`config.mk`:
```
export PLATFORM = sky130hd
export DESIGN_NAME = xing_fault_detector
export DESIGN_NICKNAME = d
export VERILOG_FILES = /design/src/rtl/xfd_pkg.sv /design/src/rtl/xfd_mismatch.sv /design/src/rtl/xfd_span_counter.sv /design/src/rtl/xfd_classifier.sv /design/src/rtl/xing_fault_detector.sv
export SDC_FILE = /design/constraint.sdc
export NUM_CORES = 1
export LEC_CHECK = 0
export ABC_AREA = 1
export CORE_MARGIN = 2
export CORE_UTILIZATION = 50
export CTS_CLUSTER_SIZE = 20
export DETAILED_ROUTE_END_ITERATION = 16
export DONT_BUFFER_PORTS = 1
export PLACE_DENSITY = 0.64
export SYNTH_ARGS = -nofsm -noshare
export SYNTH_HDL_FRONTEND = slang
export SYNTH_SLANG_ARGS = --single-unit
```
`constraint.sdc`:
```
create_clock -name clk_i -period 3.7 [get_ports clk_i]
set_clock_uncertainty 0.2 [all_clocks]
set_input_delay 0.925 -clock clk_i [delete_from_list [all_inputs] [get_ports clk_i]]
set_output_delay 0.925 -clock clk_i [all_outputs]
set_load 0.05 [all_outputs]
```
`src/rtl/xfd_pkg.sv`:
```
package xfd_pkg;
    typedef enum logic [2:0] {
        CLS_NONE     = 3'd0,
        CLS_EQUAL    = 3'd1,
        CLS_HI_MORE  = 3'd2,
        CLS_LO_MORE  = 3'd3,
        CLS_NO_CROSS = 3'd4
    } xfd_class_e;

    // Index of each threshold in the per-level arrays.
    localparam int unsigned XFD_LVL_HI = 0;
    localparam int unsigned XFD_LVL_LO = 1;
    localparam int unsigned XFD_NUM_LVL = 2;
endpackage

```
`src/rtl/xfd_mismatch.sv`:
```
module xfd_mismatch
    import xfd_pkg::*;
(
    input  logic                   clk_i,
    input  logic                   rst_ni,
    input  logic                   clr_i,
    input  logic [XFD_NUM_LVL-1:0] ref_i,
    input  logic [XFD_NUM_LVL-1:0] dut_i,
    output logic [XFD_NUM_LVL-1:0] miss_o,
    output logic                   fault_o
);
    typedef struct packed {
        logic fault;
    } mm_state_t;

    mm_state_t st_d, st_q;

    always_comb begin
        miss_o = ref_i ^ dut_i;
        st_d   = st_q;
        if (clr_i) begin
            st_d.fault = 1'b0;
        end else if (|miss_o) begin
            st_d.fault = 1'b1;
        end
    end

    always_ff @(posedge clk_i or negedge rst_ni) begin
        if (!rst_ni) begin
            st_q <= '0;
        end else begin
            st_q <= st_d;
        end
    end

    assign fault_o = st_q.fault;
endmodule

```
`src/rtl/xfd_span_counter.sv`:
```
module xfd_span_counter #(
    parameter int unsigned CNT_W = 8
) (
    input  logic             clk_i,
    input  logic             rst_ni,
    input  logic             start_i,
    input  logic             miss_i,
    input  logic             dut_i,
    output logic [CNT_W-1:0] count_o,
    output logic             seen_o
);
    localparam logic [CNT_W-1:0] CNT_MAX = {CNT_W{1'b1}};
    localparam logic [CNT_W-1:0] CNT_ONE = {{(CNT_W-1){1'b0}}, 1'b1};

    typedef struct packed {
        logic [CNT_W-1:0] acc;
        logic             seen;
    } span_state_t;

    span_state_t st_d, st_q;

    always_comb begin
        st_d = st_q;
        if (start_i) begin
            st_d.acc  = miss_i ? CNT_ONE : '0;
            st_d.seen = dut_i;
        end else begin
            if (miss_i && (st_q.acc != CNT_MAX)) begin
                st_d.acc = st_q.acc + CNT_ONE;
            end
            st_d.seen = st_q.seen | dut_i;
        end
    end

    always_ff @(posedge clk_i or negedge rst_ni) begin
        if (!rst_ni) begin
            st_q <= '0;
        end else begin
            st_q <= st_d;
        end
    end

    assign count_o = st_q.acc;
    assign seen_o  = st_q.seen;
endmodule

```
`src/rtl/xfd_classifier.sv`:
```
module xfd_classifier
    import xfd_pkg::*;
#(
    parameter int unsigned CNT_W = 8
) (
    input  logic [CNT_W-1:0] hi_cnt_i,
    input  logic [CNT_W-1:0] lo_cnt_i,
    input  logic [CNT_W-1:0] tol_i,
    input  logic             hi_seen_i,
    input  logic             lo_seen_i,
    output xfd_class_e       class_o
);
    logic             hi_more;
    logic [CNT_W-1:0] gap;

    always_comb begin
        hi_more = hi_cnt_i > lo_cnt_i;
        gap     = hi_more ? (hi_cnt_i - lo_cnt_i) : (lo_cnt_i - hi_cnt_i);
        if (!hi_seen_i || !lo_seen_i) begin
            class_o = CLS_NO_CROSS;
        end else if ((hi_cnt_i == '0) && (lo_cnt_i == '0)) begin
            class_o = CLS_NONE;
        end else if (gap <= tol_i) begin
            class_o = CLS_EQUAL;
        end else if (hi_more) begin
            class_o = CLS_HI_MORE;
        end else begin
            class_o = CLS_LO_MORE;
        end
    end
endmodule

```
`src/rtl/xing_fault_detector.sv`:
```
module xing_fault_detector
    import xfd_pkg::*;
#(
    parameter int unsigned CNT_W = 8
) (
    input  logic             clk_i,
    input  logic             rst_ni,
    input  logic             clr_i,
    input  logic             ref_hi_i,
    input  logic             ref_lo_i,
    input  logic             dut_hi_i,
    input  logic             dut_lo_i,
    input  logic [CNT_W-1:0] tol_i,
    output logic             fault_o,
    output logic [CNT_W-1:0] hi_count_o,
    output logic [CNT_W-1:0] lo_count_o,
    output logic [2:0]       class_o
);
    typedef struct packed {
        logic             ref_prev;
        logic             armed;
        logic [CNT_W-1:0] hi_cnt;
        logic [CNT_W-1:0] lo_cnt;
        xfd_class_e       cls;
    } top_state_t;

    top_state_t st_d, st_q;

    logic [XFD_NUM_LVL-1:0] ref_bits;
    logic [XFD_NUM_LVL-1:0] dut_bits;
    logic [XFD_NUM_LVL-1:0] miss;
    logic [CNT_W-1:0]       span_cnt  [XFD_NUM_LVL];
    logic                   span_seen [XFD_NUM_LVL];
    logic                   period_start;
    xfd_class_e             next_cls;

    assign ref_bits[XFD_LVL_HI] = ref_hi_i;
    assign ref_bits[XFD_LVL_LO] = ref_lo_i;
    assign dut_bits[XFD_LVL_HI] = dut_hi_i;
    assign dut_bits[XFD_LVL_LO] = dut_lo_i;

    assign period_start = ref_hi_i & ~st_q.ref_prev;

    xfd_mismatch u_mismatch (
        .clk_i   (clk_i),
        .rst_ni  (rst_ni),
        .clr_i   (clr_i),
        .ref_i   (ref_bits),
        .dut_i   (dut_bits),
        .miss_o  (miss),
        .fault_o (fault_o)
    );

    for (genvar g = 0; g < XFD_NUM_LVL; g++) begin : g_level
        xfd_span_counter #(
            .CNT_W (CNT_W)
        ) u_span (
            .clk_i   (clk_i),
            .rst_ni  (rst_ni),
            .start_i (period_start),
            .miss_i  (miss[g]),
            .dut_i   (dut_bits[g]),
            .count_o (span_cnt[g]),
            .seen_o  (span_seen[g])
        );
    end

    xfd_classifier #(
        .CNT_W (CNT_W)
    ) u_classifier (
        .hi_cnt_i  (span_cnt[XFD_LVL_HI]),
        .lo_cnt_i  (span_cnt[XFD_LVL_LO]),
        .tol_i     (tol_i),
        .hi_seen_i (span_seen[XFD_LVL_HI]),
        .lo_seen_i (span_seen[XFD_LVL_LO]),
        .class_o   (next_cls)
    );

    always_comb begin
        st_d          = st_q;
        st_d.ref_prev = ref_hi_i;
        if (period_start) begin
            st_d.armed = 1'b1;
            if (st_q.armed) begin
                st_d.hi_cnt = span_cnt[XFD_LVL_HI];
                st_d.lo_cnt = span_cnt[XFD_LVL_LO];
                st_d.cls    = next_cls;
            end
        end
    end

    always_ff @(posedge clk_i or negedge rst_ni) begin
        if (!rst_ni) begin
            st_q <= '{ref_prev: 1'b0, armed: 1'b0, hi_cnt: '0, lo_cnt: '0, cls: CLS_NONE};
        end else begin
            st_q <= st_d;
        end
    end

    assign hi_count_o = st_q.hi_cnt;
    assign lo_count_o = st_q.lo_cnt;
    assign class_o    = st_q.cls;
endmodule

```
---- Word level (Yosys, flattened, before mapping) ----
Index checks and enable logic that the tools add are counted.
word-level totals
  register bits ........................... 40
  input bits .............................. 15
  output and inout bits ................... 20
  logic and storage cells ................. 49
operators by class
  add/subtract/negate cells ............... 4
  $lt $le $gt $ge ......................... 2
  equality and inequality tests ........... 2
  multiplexer cells ....................... 13
  bitwise gates (word level) .............. 5
  reduce and logical (&&, ||, !) cells .... 13
operator list
  cell                 count
  $mux 8               3
  $mux 9               2
  $add 8x1->8 const B  2
  $logic_not 8->1      2
  $ne 8x8->1 const B   2
  $sub 8x8->8          2
  $mux 3               3
  $gt 8x8->1           1
  $le 8x8->1           1
  $reduce_bool 2->1    3
  $mux 1               5
  $logic_and 1x1->1    3
  $logic_not 1->1      2
  $or 1x1->1           2
  $reduce_and 2->1     1
  $reduce_or 2->1      1
  $xor 2x2->2          1
  $and 1x1->1          1
  $logic_or 1x1->1     1
  $not 1->1            1

---- Logic depth before layout (Yosys ltp) ----
  depth in word-level cells ............... 6
  mapped depth ............................ 22
  gate-level depth less buffers ........... 22

---- Modules after synthesis ----
A second synthesis with hierarchy kept.
unflattened totals
  cell total of the unflattened synthesis .. 479
  area total of the unflattened synthesis .. 3340.7 um^2
by module, submodules not included
  module               times used  cells an instance  area each (um^2)  sequential area each (um^2)
  xfd_classifier       1           207                1148.6            0.0
  xfd_span_counter     2           74                 556.8             225.2
  xing_fault_detector  1           110                1001.0            525.5
  xfd_mismatch         1           14                 77.6              25.0

---- Worst setup path after synthesis ----
Ideal clock, no wire load.
  path kind ............................... register to register
  from .................................... register g_level[0].u_span.st_q (netlist bit g_level[0].u_span.count_o[0])
  to ...................................... register st_q (netlist bit class_o[0])
  setup time .............................. 117 ps
  arrival time ............................ 2470 ps
  required time ........................... 3383 ps
  slack ................................... 913 ps
  stages on the path, launching flop included .. 21
  buffers on the path ..................... 0
  clock period less this slack ............ 2787 ps
  cells stage by stage .................... dfrtp_1 -> inv_1 -> ha_1 -> inv_1 -> fa_1 -> nand3_1 -> nand2_1 -> nand2_2 -> nand2_1 -> nand2_4 -> nand2_1 -> nand2_1 -> inv_1 -> ha_1 -> nand2_1 -> nor2_1 -> nand2_1 -> nand2_1 -> nand3_1 -> nand2_1 -> nand2_1
on the way
  word-level cells in the longest chain between the ends .. 6
  elaborated cells between the ends (all ways) .. 11
  classes of those cells .................. add/sub (2); order compare (2); mux (5); reduce/logical (2)
ends and longest elaborated chain
  element                                           line                                        text
  from (decl)                                       xfd_span_counter.sv:20                      span_state_t st_d, st_q;
  from (signal assigned)                            xfd_span_counter.sv:39                      st_q <= st_d;
  $sub 8x8->8 / $gt 8x8->1 (equally long branches)  xfd_classifier.sv:18, xfd_classifier.sv:17
  $mux 8                                            xfd_classifier.sv:18                        gap = hi_more ? (hi_cnt_i - lo_cnt_i) : (lo_cnt_i - hi_cnt_i);
  $le 8x8->1                                        xfd_classifier.sv:23                        end else if (gap <= tol_i) begin
  $mux 3                                            xfd_classifier.sv:23
  $mux 3 (*)                                        xfd_classifier.sv:21                        end else if ((hi_cnt_i == '0) && (lo_cnt_i == '0)) begin
  $mux 3 (*)                                        xfd_classifier.sv:19                        if (!hi_seen_i || !lo_seen_i) begin
  to (signal assigned)                              xing_fault_detector.sv:94                   st_q <= '{ref_prev: 1'b0, armed: 1'b0, hi_cnt: '0, lo_cnt: '0, cls: CLS_NONE};
  to (signal assigned)                              xing_fault_detector.sv:96                   st_q <= st_d;
  to (decl)                                         xing_fault_detector.sv:27                   top_state_t st_d, st_q;
Every way passes the cells marked *; elsewhere a longest branch is shown, timed or not.
A chain may end at the register's enable or synchronous reset.

---- Worst setup path in the final report ----
Ends and elaborated chain as after synthesis.

==> impl_metrics.env <==
export IMPL_outcome="completed"
export IMPL_cp_start_kind="flop"
export IMPL_power_uw=2218
export IMPL_cts_root_buf="clkbuf_8"
export IMPL_die_h_um=83.14
export IMPL_n_fill_cell=573
export IMPL_synth_compound_area_frac=0.1039
export IMPL_drc=0
export IMPL_cp_arrival_ns=3.20
export IMPL_rows=28
export IMPL_vias=2464
export IMPL_syn_mean_instance_area_um2=7.421
export IMPL_maxSlewViolCount=0
export IMPL_cp_data_required_time_ns=3.69
export IMPL_syn_area_mm2=0.003132
export IMPL_cts_hold_buf=0
export IMPL_drt_iter0_drc=146
export IMPL_ys_seq_area_frac=0.3196
export IMPL_ys_types=35
export IMPL_period_needed_ns=3.210
export IMPL_synthTopCellsByArea="dfrtp_1 (32%), nand2_1 (15%), ha_1 (11%)"
export IMPL_clock_sinks=40
export IMPL_finalSetupViolations=0
export IMPL_layout_nets=448
export IMPL_die_w_um=83.14
export IMPL_grt_pass1_vias=2321
export IMPL_globalRoute_totalOverflow=0
export IMPL_gp_congestion=0.9321
export IMPL_switching_share=0.5064
export IMPL_clk_pin_slew_ns=0.08
export IMPL_tns_ns=0
export IMPL_cap_violations=0
export IMPL_worst_setup_path_end_kind="flop"
export IMPL_pwr_share_clk=0.131
export IMPL_ant_nets=0
export IMPL_finalHoldViolCount=0
export IMPL_grt_antenna_before_repair=0
export IMPL_grt_max_degree=41
export IMPL_synthCells=422
export IMPL_finalCritPeriodShare=0.8675
export IMPL_hold_slack_ns=0.1161
export IMPL_clock_fmax_mhz=311.5
export IMPL_synthAdderAreaFrac=0.1207
export IMPL_cts_buffer_depth=2
export IMPL_drive_gt1_frac=0.1012
export IMPL_dp_hpwl_mm=5.380
export IMPL_diodes=0
export IMPL_min_path_type="in2async"
export IMPL_wl_mm=6.702
export IMPL_drt_pass1_iter_count=5
export IMPL_p_switching_uw=1123
export IMPL_io_pins=35
export IMPL_htreeDepth=2
export IMPL_seq_power_share=0.305
export IMPL_syn_num_nets=466
export IMPL_clk_latency_ns=0.29
export IMPL_coreArea_mm2=0.005991
export IMPL_ir_worst_vdd_mv=0.4346
export IMPL_yosys_register_bits=40
export IMPL_synth_largest_area_cell="dfrtp_1"
export IMPL_p_comb_frac=0.565
export IMPL_synthSimpleGateAreaFrac=0.2821
export IMPL_wl_per_cell_um=13.96
export IMPL_p_per_area_mw_per_mm2=707.4
export IMPL_grt_setup_unrepaired="false"
export IMPL_die_area_mm2=0.006912
export IMPL_port_buffers=0
export IMPL_grt_use_total=0.2028
export IMPL_numCtsBuffers=5
export IMPL_cts_tree="yes"
export IMPL_cts_resized=0
export IMPL_synthXorXnorAreaFrac=0.02797
export IMPL_maxSlewHeadroom=0.6452
export IMPL_synth_top_family_by_area="simple AND/OR/NAND/NOR gates"
export IMPL_yosysTopAreaCellShare=0.3196
export IMPL_path_max_fanout=8
export IMPL_area_delta_synth_final_pct=0.1199
export IMPL_grt_pass1_wl_mm=11.41
export IMPL_postCtsSetupBuffers=0
export IMPL_path_class="reg2reg"
export IMPL_routed_via_density=5.133
export IMPL_initial_utilization=0.5228
export IMPL_worst_slew_pin_slew_ns=0.5315
export IMPL_ys_warn_count=0
export IMPL_leakage_uw=0.001736
export IMPL_synthMuxAreaShare=0
export IMPL_internal_power_uw=1095
## path summary, 6_finish.rpt
check | start | to | slack, ns | cells past startpoint
setup reg to reg | g_level[0].u_span.count_o[0] | class_o[0] | 0.49 | 20
hold / removal | rst_ni | lo_count_o[1] | 0.12 | 0
min in group clk_i | g_level[1].u_span.seen_o | g_level[1].u_span.seen_o | 0.28 | 1
setup / recovery | g_level[0].u_span.count_o[0] | class_o[0] | 0.49 | 20
hold reg to reg | g_level[1].u_span.seen_o | g_level[1].u_span.seen_o | 0.28 | 1
max in group asynchronous | rst_ni | g_level[1].u_span.count_o[7] | 3.10 | 0
## metal layers
layer  global-route usage  vias to the layer above  share of wire
li1                     -                     1266              -
met5                    0                        -              0
met2               0.3043                       77           0.42
met1               0.3057                     1115           0.51
met4              0.04620                        0          0.010
met3              0.03479                        6          0.056
## sequential cells by signal (all words and copies together), names as in the netlist
register                flops
g_level.u_span.count_o     16
st_q                        2
class_o                     3
g_level.u_span.seen_o       2
lo_count_o                  8
hi_count_o                  8
u_mismatch.fault_o          1
## cell usage after synthesis, drive strengths merged
master    n
fa        2
a31oi     1
xor2      8
nor3      4
dfrtp    40
buf      25
clkinv    1
or2       1
o21ai    28
o31ai     1
nand4     9
a21o      1
xnor2     2
inv      73
o22ai     1
nand2   130
a21oi    19
o21a      2
o211ai    2
nand3    24
nor2     21
ha       27
## cells in the final DEF, fill, tap and decap left out, types with 2 or more instances in the layout
| master | netlist | routed |
|---|---|---|
| nand2_4 | 4 | 4 |
| nor3_1 | 2 | 2 |
| o21ai_1 | 22 | 22 |
| nand4_1 | 9 | 9 |
| nor2_1 | 17 | 17 |
| dfrtp_1 | 40 | 40 |
| nor2_8 | 2 | 2 |
| ha_1 | 27 | 27 |
| o21ai_0 | 3 | 3 |
| o211ai_1 | 2 | 2 |
| nand2_1 | 123 | 123 |
| xnor2_1 | 2 | 2 |
| nand3_1 | 23 | 23 |
| fa_1 | 2 | 2 |
| inv_2 | 11 | 11 |
| clkinv_2 | 1 | 3 |
| a21oi_1 | 17 | 17 |
| inv_1 | 62 | 62 |
| nor2_4 | 2 | 2 |
| o21ai_2 | 3 | 3 |
| xor2_1 | 8 | 8 |
| o21a_1 | 2 | 2 |
| clkbuf_8 | 0 | 5 |
| nand2_2 | 3 | 3 |
## cell type report
type	instances	area, µm²	area share
well taps	75	93.84	0.02993
flip-flops and latches	40	1001	0.3192
inverters	74	279.0	0.08899
multi-input cells	283	1674	0.5339
clock inverters	3	18.77	0.005986
clock buffers	5	68.82	0.02195
## power by group through the flow
stage | Combinational [µW] | Sequential, µW | Clock (µW)
2_1_floorplan | 1190 | 549 | 0
3_3_place_gp | 1240 | 684 | 0
3_5_place_dp | 1250 | 685 | 0
4_1_cts | 1260 | 676 | 298
5_1_grt | 1480 | 686 | 315
6_report | 1250 | 676 | 290
## cell families after synthesis
logic type      count (synthesis)
buf+inv                        99
flops                          40
fa+ha+maj                      29
compound gates                 55
xor+xnor                       10
simple gates                  189
## worst max-delay path, stage by stage (launching register included)
cell and delay (ns):
dfrtp_1 0.43, inv_1 0.24, ha_1 0.20, inv_1 0.09, fa_1 0.41, nand3_1 0.09
nand2_1 0.12, nand2_2 0.12, nand2_1 0.09, nand2_4 0.13, nand2_1 0.07, nand2_1 0.05
inv_1 0.04, ha_1 0.28, nand2_1 0.07, nor2_1 0.15, nand2_1 0.07, nand2_1 0.08
nand3_1 0.08, nand2_1 0.07, nand2_1 0.04
## stage by stage
step,cells,setup WS (ns),cell area (µm²),util
2_1_floorplan,422,0.9130,3132,-
3_3_place_gp,472,0.5188,3048,0.5088
3_5_place_dp,472,0.5194,3048,0.5088
4_1_cts,480,0.4933,3136,0.5234
5_1_grt,480,0.1643,3136,0.5234
6_report,480,0.4901,3136,0.5234
No activity file was read; power rests on OpenSTA's default activity.
